--- src/rtl/lic_pkg.sv ---
// Shared types for the expansion-ROM licence gate.
// Assumes a 16-bit CPU address and a 5-bit PRG control value.
package lic_pkg;

    localparam int BANK_W  = 3;   // 16 KiB bank number width
    localparam int WIN_OFS = 14;  // address bits inside a 16 KiB window

    // PRG control value as seen by this block
    typedef struct packed {
        logic              ram_en;   // 1: work RAM decodes $6000-$7FFF
        logic              src_int;  // 1: internal ROM, 0: expansion ROM
        logic [BANK_W-1:0] bank;     // 16 KiB bank for $8000-$BFFF
    } prg_ctrl_t;

    // CPU address window classes
    typedef enum logic [1:0] {
        WIN_OTHER  = 2'd0,
        WIN_RAM    = 2'd1,   // $6000-$7FFF
        WIN_SWITCH = 2'd2,   // $8000-$BFFF
        WIN_FIXED  = 2'd3    // $C000-$FFFF
    } cpu_win_e;

endpackage

--- src/rtl/lic_addr_decode.sv ---
// Classifies the CPU address into one of the windows this block cares about.
// Purely combinational; assumes a full 16-bit address.
module lic_addr_decode
    import lic_pkg::*;
(
    input  logic [15:0] cpu_addr,
    output cpu_win_e    win
);

    // Window selection from the top address bits
    always_comb begin
        if (cpu_addr[15:14] == 2'b11)      win = WIN_FIXED;
        else if (cpu_addr[15:14] == 2'b10) win = WIN_SWITCH;
        else if (cpu_addr[15:13] == 3'b011) win = WIN_RAM;
        else                               win = WIN_OTHER;
    end

endmodule

--- src/rtl/lic_timer.sv ---
// Licence watchdog: a saturating up-counter clocked by M2.
// A restart clears it; it counts each M2 cycle until it reaches TIMEOUT
// and then holds there. Reset leaves it holding (expired).
module lic_timer #(
    parameter int TIMEOUT = 107520
) (
    input  logic m2,
    input  logic rst_n,
    input  logic restart,
    output logic expired
);

    localparam int CNT_W = $clog2(TIMEOUT + 1);
    localparam logic [CNT_W-1:0] LIMIT = CNT_W'(TIMEOUT);

    logic [CNT_W-1:0] cnt;

    assign expired = (cnt == LIMIT);

    // Counter update: reset to expired, restart to zero, else step until limit
    always_ff @(posedge m2) begin
        if (!rst_n)        cnt <= LIMIT;
        else if (restart)  cnt <= '0;
        else if (!expired) cnt <= cnt + 1'b1;
    end

    // once expired, only a restart brings the timer back
    a_r3_saturate : assert property (@(posedge m2) disable iff (!rst_n)
        (expired && !restart) |=> expired);

    // while running, the count advances by one per M2 cycle
    a_r3_step : assert property (@(posedge m2) disable iff (!rst_n)
        (!expired && !restart) |=> (cnt == $past(cnt) + 1'b1));

    // a restart always leaves the timer running
    a_r2_restart : assert property (@(posedge m2) disable iff (!rst_n)
        restart |=> !expired);

endmodule

--- src/rtl/lic_read_gate.sv ---
// Routes the switchable window to internal or expansion ROM, forms the
// expansion address (mirrored by truncation) and flags reads that must
// float. Combinational; assumes EXT_AW between 14 and 17.
module lic_read_gate
    import lic_pkg::*;
#(
    parameter int EXT_AW = 17
) (
    input  cpu_win_e          win,
    input  logic              cpu_rw,
    input  prg_ctrl_t         ctrl,
    input  logic [13:0]       win_ofs,
    input  logic              expired,
    output logic              ext_sel,
    output logic [EXT_AW-1:0] ext_addr,
    output logic              open_bus
);

    localparam int FULL_W = BANK_W + WIN_OFS;

    logic [FULL_W-1:0] full_addr;
    logic              ext_float;
    logic              ram_float;

    // Expansion address: bank above window offset, upper bits dropped
    always_comb begin
        full_addr = {ctrl.bank, win_ofs};
        ext_addr  = full_addr[EXT_AW-1:0];
    end

    // Source routing: only the switchable window can reach the expansion ROM
    always_comb ext_sel = (win == WIN_SWITCH) && !ctrl.src_int;

    // Float conditions: expired expansion read, or read of disabled RAM window
    always_comb begin
        ext_float = ext_sel && expired;
        ram_float = (win == WIN_RAM) && !ctrl.ram_en;
        open_bus  = cpu_rw && (ext_float || ram_float);
    end

endmodule

--- src/rtl/exp_rom_lic_gate.sv ---
// Top of the expansion-ROM licence gate. Decodes the CPU address, restarts
// the licence watchdog on writes into the disabled RAM window and gates
// expansion-ROM reads once the watchdog has expired.
// Assumes one bus cycle per M2 rising edge, sampled at that edge.
module exp_rom_lic_gate
    import lic_pkg::*;
#(
    parameter int TIMEOUT = 107520,
    parameter int EXT_AW  = 17
) (
    input  logic              m2,
    input  logic              rst_n,
    input  logic [15:0]       cpu_addr,
    input  logic              cpu_rw,
    input  logic [4:0]        prg_ctrl,
    output logic              ext_sel,
    output logic [EXT_AW-1:0] ext_addr,
    output logic              open_bus
);

    cpu_win_e  win;
    prg_ctrl_t ctrl;
    logic      restart;
    logic      expired;

    assign ctrl = prg_ctrl_t'(prg_ctrl);

    // Restart request: write into the RAM window while work RAM is off
    always_comb restart = (win == WIN_RAM) && !cpu_rw && !ctrl.ram_en;

    lic_addr_decode u_decode (
        .cpu_addr (cpu_addr),
        .win      (win)
    );

    lic_timer #(.TIMEOUT(TIMEOUT)) u_timer (
        .m2      (m2),
        .rst_n   (rst_n),
        .restart (restart),
        .expired (expired)
    );

    lic_read_gate #(.EXT_AW(EXT_AW)) u_gate (
        .win      (win),
        .cpu_rw   (cpu_rw),
        .ctrl     (ctrl),
        .win_ofs  (cpu_addr[13:0]),
        .expired  (expired),
        .ext_sel  (ext_sel),
        .ext_addr (ext_addr),
        .open_bus (open_bus)
    );

    // RAM-window writes with work RAM on leave an expired timer expired
    a_r4_ram_write_ignored : assert property (@(posedge m2) disable iff (!rst_n)
        ((win == WIN_RAM) && !cpu_rw && ctrl.ram_en && expired) |=> expired);

    // a floating read of the switchable window implies an expired timer
    a_r8_float_needs_expiry : assert property (@(posedge m2) disable iff (!rst_n)
        (open_bus && (win == WIN_SWITCH)) |-> expired);

    // the fixed window never reaches the expansion ROM or floats
    a_r7_fixed_internal : assert property (@(posedge m2) disable iff (!rst_n)
        (win == WIN_FIXED) |-> (!ext_sel && !open_bus));

    // only reads float
    a_r11_write_driven : assert property (@(posedge m2) disable iff (!rst_n)
        open_bus |-> cpu_rw);

endmodule

--- config.mk ---
export PLATFORM = sky130hd
export DESIGN_NAME = exp_rom_lic_gate
export DESIGN_NICKNAME = d
export VERILOG_FILES = /design/src/rtl/lic_pkg.sv /design/src/rtl/lic_addr_decode.sv /design/src/rtl/lic_timer.sv /design/src/rtl/lic_read_gate.sv /design/src/rtl/exp_rom_lic_gate.sv
export SDC_FILE = /design/constraint.sdc
export NUM_CORES = 1
export LEC_CHECK = 0
export BUFFER_PORTS_ARGS = -buffer_cell sky130_fd_sc_hd__buf_4
export CAP_MARGIN = 30
export CORE_MARGIN = 2
export CORE_UTILIZATION = 47
export DETAILED_ROUTE_END_ITERATION = 16
export PLACE_DENSITY = 0.77
export SKIP_LAST_GASP = 1
export SYNTH_ARGS = -nofsm -noshare
export SYNTH_HDL_FRONTEND = slang
export SYNTH_HIERARCHICAL = 1
export SYNTH_SLANG_ARGS = --single-unit
export TNS_END_PERCENT = 20
--- constraint.sdc ---
create_clock -name m2 -period 1.75 [get_ports m2]
set_input_delay 0.175 -clock m2 [delete_from_list [all_inputs] [get_ports m2]]
set_output_delay 0.175 -clock m2 [all_outputs]
set_load 0.01 [all_outputs]
; After elaboration in Yosys (flattened, before gate mapping)
; Cells that the tools add are included.
[word_totals]
regBits = 17
inputBits = 24
[op_classes]
add_sub_neg = 1
eq_ne = 7
muxes = 5
n_bitwise = 1
reduce_logical = 11
[ops]
columns = operator, n
row1 = $mux W17, 2
row2 = $add A17 B1 Y17 const B, 1
row3 = $eq A17 B17 Y1 const B, 1
row4 = $eq A2 B2 Y1 const B, 3
row5 = $logic_and A1 B1 Y1, 6
row6 = $mux W2, 2
row7 = $eq A3 B2 Y1 const B, 1
row8 = $logic_not A1 Y1, 3
row9 = $eq A2 B1 Y1 const B, 1
row10 = $ne A2 B2 Y1 const B, 1
row11 = $reduce_or A2 Y1, 1
row12 = $logic_or A1 B1 Y1, 1
row13 = $mux W1, 1
row14 = $not A1 Y1, 1

; Longest topological paths before layout
[logic_depth]
word_depth = 9
ltp_mapped = 7
depth_no_buf = 7

; Modules after synthesis
; Netlist, hierarchy kept.
[by_module_without_submodules]
columns = mod, n_inst, cells_per_inst, area_per_inst_um2
row1 = lic_timer, 1, 93, 873.3
row2 = lic_read_gate, 1, 21, 162.7
row3 = exp_rom_lic_gate, 1, 1, 15.0
row4 = lic_addr_decode, 1, 2, 11.3

; Least setup slack after synthesis
; OpenSTA, ideal clock, no wires.
[synth_path]
path_type = reg2out
from = register u_timer.cnt[0]
to = output port open_bus
t_arrival_ps = 1378
required_ps = 1575
slack_ps = 197
stages_incl_launch_ff = 8
cell_sequence = dfxtp_1 > inv_1 > ha_1 > nor4b_1 > nand4_1 > inv_1 > and4bb_2 > o21a_1
[synth_via]
elab_chain_cells = 4
[synth_rtl]
columns = item, line_no
row1 = "start, declared", lic_timer.sv:16  ; logic [CNT_W-1:0] cnt;
row2 = "start signal, assigned", lic_timer.sv:24  ; else if (!expired) cnt <= cnt + 1'b1;
row3 = $eq A17 B17 Y1, lic_timer.sv:18  ; assign expired = (cnt == LIMIT);
row4 = via expired, exp_rom_lic_gate.sv:24  ; logic expired;
row5 = $logic_and A1 B1 Y1, lic_read_gate.sv:36  ; ext_float = ext_sel && expired;
row6 = $logic_or A1 B1 Y1, lic_read_gate.sv:38  ; open_bus = cpu_rw && (ext_float || ram_float);
row7 = $logic_and A1 B1 Y1, lic_read_gate.sv:38
row8 = "end, declared", exp_rom_lic_gate.sv:18  ; output logic open_bus
; The timed path passes the listed nets, and every way through them passes these cells.

; Worst setup path after layout
; Ends and elaborated chain as after synthesis.

==> results.ini <==
[die]
die_y_um=51.54
start_util=0.4896
rows=17
die_w_um=51.54
die_area_mm2=0.002656
pin_count=43
core_mm2=0.002170

[layout]
multi_input_area_um2=583.1
instances_no_fill=150
fin_area_mm2=0.001172
fin_nets=149
register_area_um2=344.1
reg.largest.list=u_timer/cnt: 17 flops
largest_register_ffs=17
antennaDiodeCount=0
area_delta_synth_final_pct=10.36
drive_above_1_share=0.3525
largest_register=u_timer/cnt
fillerInstances=201

[worst_setup_path]
reg2reg_from=u_timer/cnt[0]
arrival_ns=1.60
cp_max_fo=2
cp-end-kind=primary output
crit_type=reg -> out
cp.required_ns=1.57
startpoint=u_timer/cnt[0]
start_kind=flop

[synthesis]
yosys_warnings=6
synth_area_mm2=0.001062
synth_compound_area_frac=0.04711
ys_seq_area_frac=0.3204
yosys.area_share.simple=0.3251
synth_edf_count=0
syn_area_per_cell_um2=9.079
syn_inst=117
ys_types=33
synth_fa_ha_area_frac=0.02356
synthXorXnorAreaFrac=0.1154
synth-seq-cells=17
synthArstFlopShare=0
synth_top_family_by_area=simple AND/OR/NAND/NOR gates
yosys_most_used_dff=dfxtp_1
syn_nets=143
muxShareOfSynthArea=0.009423

[detailed_routing]
drc=0
via_per_inst=5.420
drt_iter0_markers=14
dr.pass1.iters=4
ant_nets=0
wire_per_inst_um=13.07
vias=813
drt-total-wl_um=1960

[grt]
antenna_found_initial=0
grt_max_degree=14
grt_pass1_wl_um=3381
globalRoute.totalOverflow=0
grt_pass1_vias=794
grt_usage=0.1669

[hold_path]
min_path_type=in -> reg
hp-start=rst_n

[power_and_ir_drop]
leakage_nw=0.4456
peakVddDrop_mv=0.4013
power_w=0.0009770
powerDensity_mw_per_mm2=833.3

[sta]
skew_ns=0.001296
period_minus_slack_ns=1.777
hold_violations=0
fmax_ghz=0.5628
finalSetupViolCount=2
drv_slew=0
setup_tns_ns=-0.04061
holdWs_ns=0.08400
worst_slew_pin_slew_ns=0.3409
timing.slew.headroom=0.7724
finalCritPeriodShare=1.015
rsz0062_at_grt=yes
setup_slack_ns=-0.02675

[placement]
dp_hpwl_um=1420
placed_cells=141
portBuffers=10
place.gp.congestion=0.8299
post_dp_cell_area_mm2=0.001071

[clock_tree]
cts.clk_slew.worst_paths_ns=0.09
cts_buffers=3
clkLatencyLatePin_ns=0.28
hold_buffers=0
cts_root_buf=clkbuf_4
cts.htree.levels=1
cts.path.max_buffers=2
cts_tree=built
cts_sinks=17

[run_status]
failed_checks=setup timing
outcome=complete, but fails checks

[flow_run]
maxCapViolations=0

==> kinds of logic after synthesis <==
group / Yosys count
buf+inv: 26
mux: 1
flops: 17
compound gates: 9
fa+ha+maj: 2
simple gates: 48
xor+xnor: 14
==> worst paths after layout <==
kind / endpoint / slack [ns] / cells after the start
max reg2reg: u_timer/cnt[1] / -0.01 / 11
min: u_timer/cnt[15] / 0.08 / 2
max: open_bus / -0.03 / 8
min reg2reg: u_timer/cnt[2] / 0.56 / 2
==> per-layer routing <==
layer / track usage / wire length (um) / vias to the layer above
li1: - / - / 400
met3: 0.04310 / 144 / 6
met2: 0.2970 / 978 / 26
met5: 0 / 0 / -
met4: 0.07018 / 15 / 0
met1: 0.1873 / 821 / 381
==> cells in the mapped netlist (3+ instances only) <==
cell / number / area share
nand3_1: 5 / 0.024
nor3_1: 3 / 0.014
nor2_1: 12 / 0.042
xnor2_1: 11 / 0.091
nand4_1: 4 / 0.024
dfxtp_1: 17 / 0.32
nand2_1: 4 / 0.014
inv_1: 6 / 0.021
nor4_2: 3 / 0.035
buf_4: 17 / 0.12
xor2_1: 3 / 0.025
o21ai_1: 3 / 0.014
==> what timing repair did <==
action                     in CTS  in global routing
pin swaps                       3                  2
setup endpoints to repair       1                  4
gates resized for setup         8                  3
buffers inserted                5                  0
==> layout make-up <==
type                       instances  share of cell area
multi-input combinational         74              0.4973
sequential                        17              0.2935
timing repair buffer              21              0.1377
clock buffer                       4             0.02241
tap                               28             0.02988
inverter                           6             0.01921
==> critical path, stage by stage, from the launching register on <==
cell and delay [ns]:
dfxtp_2 0.33, inv_2 0.04, ha_2 0.15, nor4b_4 0.17
nand4_1 0.13, inv_1 0.07, and4bb_2 0.21, o21a_1 0.12
buf_6 0.10
==> power by group <==
group	internal, W	switching [W]
Clock	0.0000884	0.000113
Sequential	0.000413	0.0000169
Combinational	0.000219	0.000127
==> stage by stage <==
| stage | worst slack [ns] | utilization |
|---|---|---|
| 2_1_floorplan | 0.1971 | - |
| 3_3_place_gp | 0.1883 | 0.4937 |
| 3_5_place_dp | 0.1631 | 0.4937 |
| 4_1_cts | -0.05295 | 0.5329 |
| 5_1_grt | -0.1468 | 0.5404 |
| 6_report | -0.02675 | 0.5404 |
==> cells in the final DEF, fill, tap and decap left out, drive strengths merged <==
cell type   n
a21oi       2
and3        1
and4b       1
and4bb      1
buf        21
clkbuf      4
dfxtp      17
ha          2
inv         6
mux2i       1
nand2       4
nand2b      1
nand3       6
nand3b      1
nand4       5
nor2       12
nor3        3
nor3b       2
nor4        7
nor4b       3
o21a        2
o21ai       5
or3         1
xnor2      11
xor2        3
Note: power is estimated with default switching activity, not from simulation.
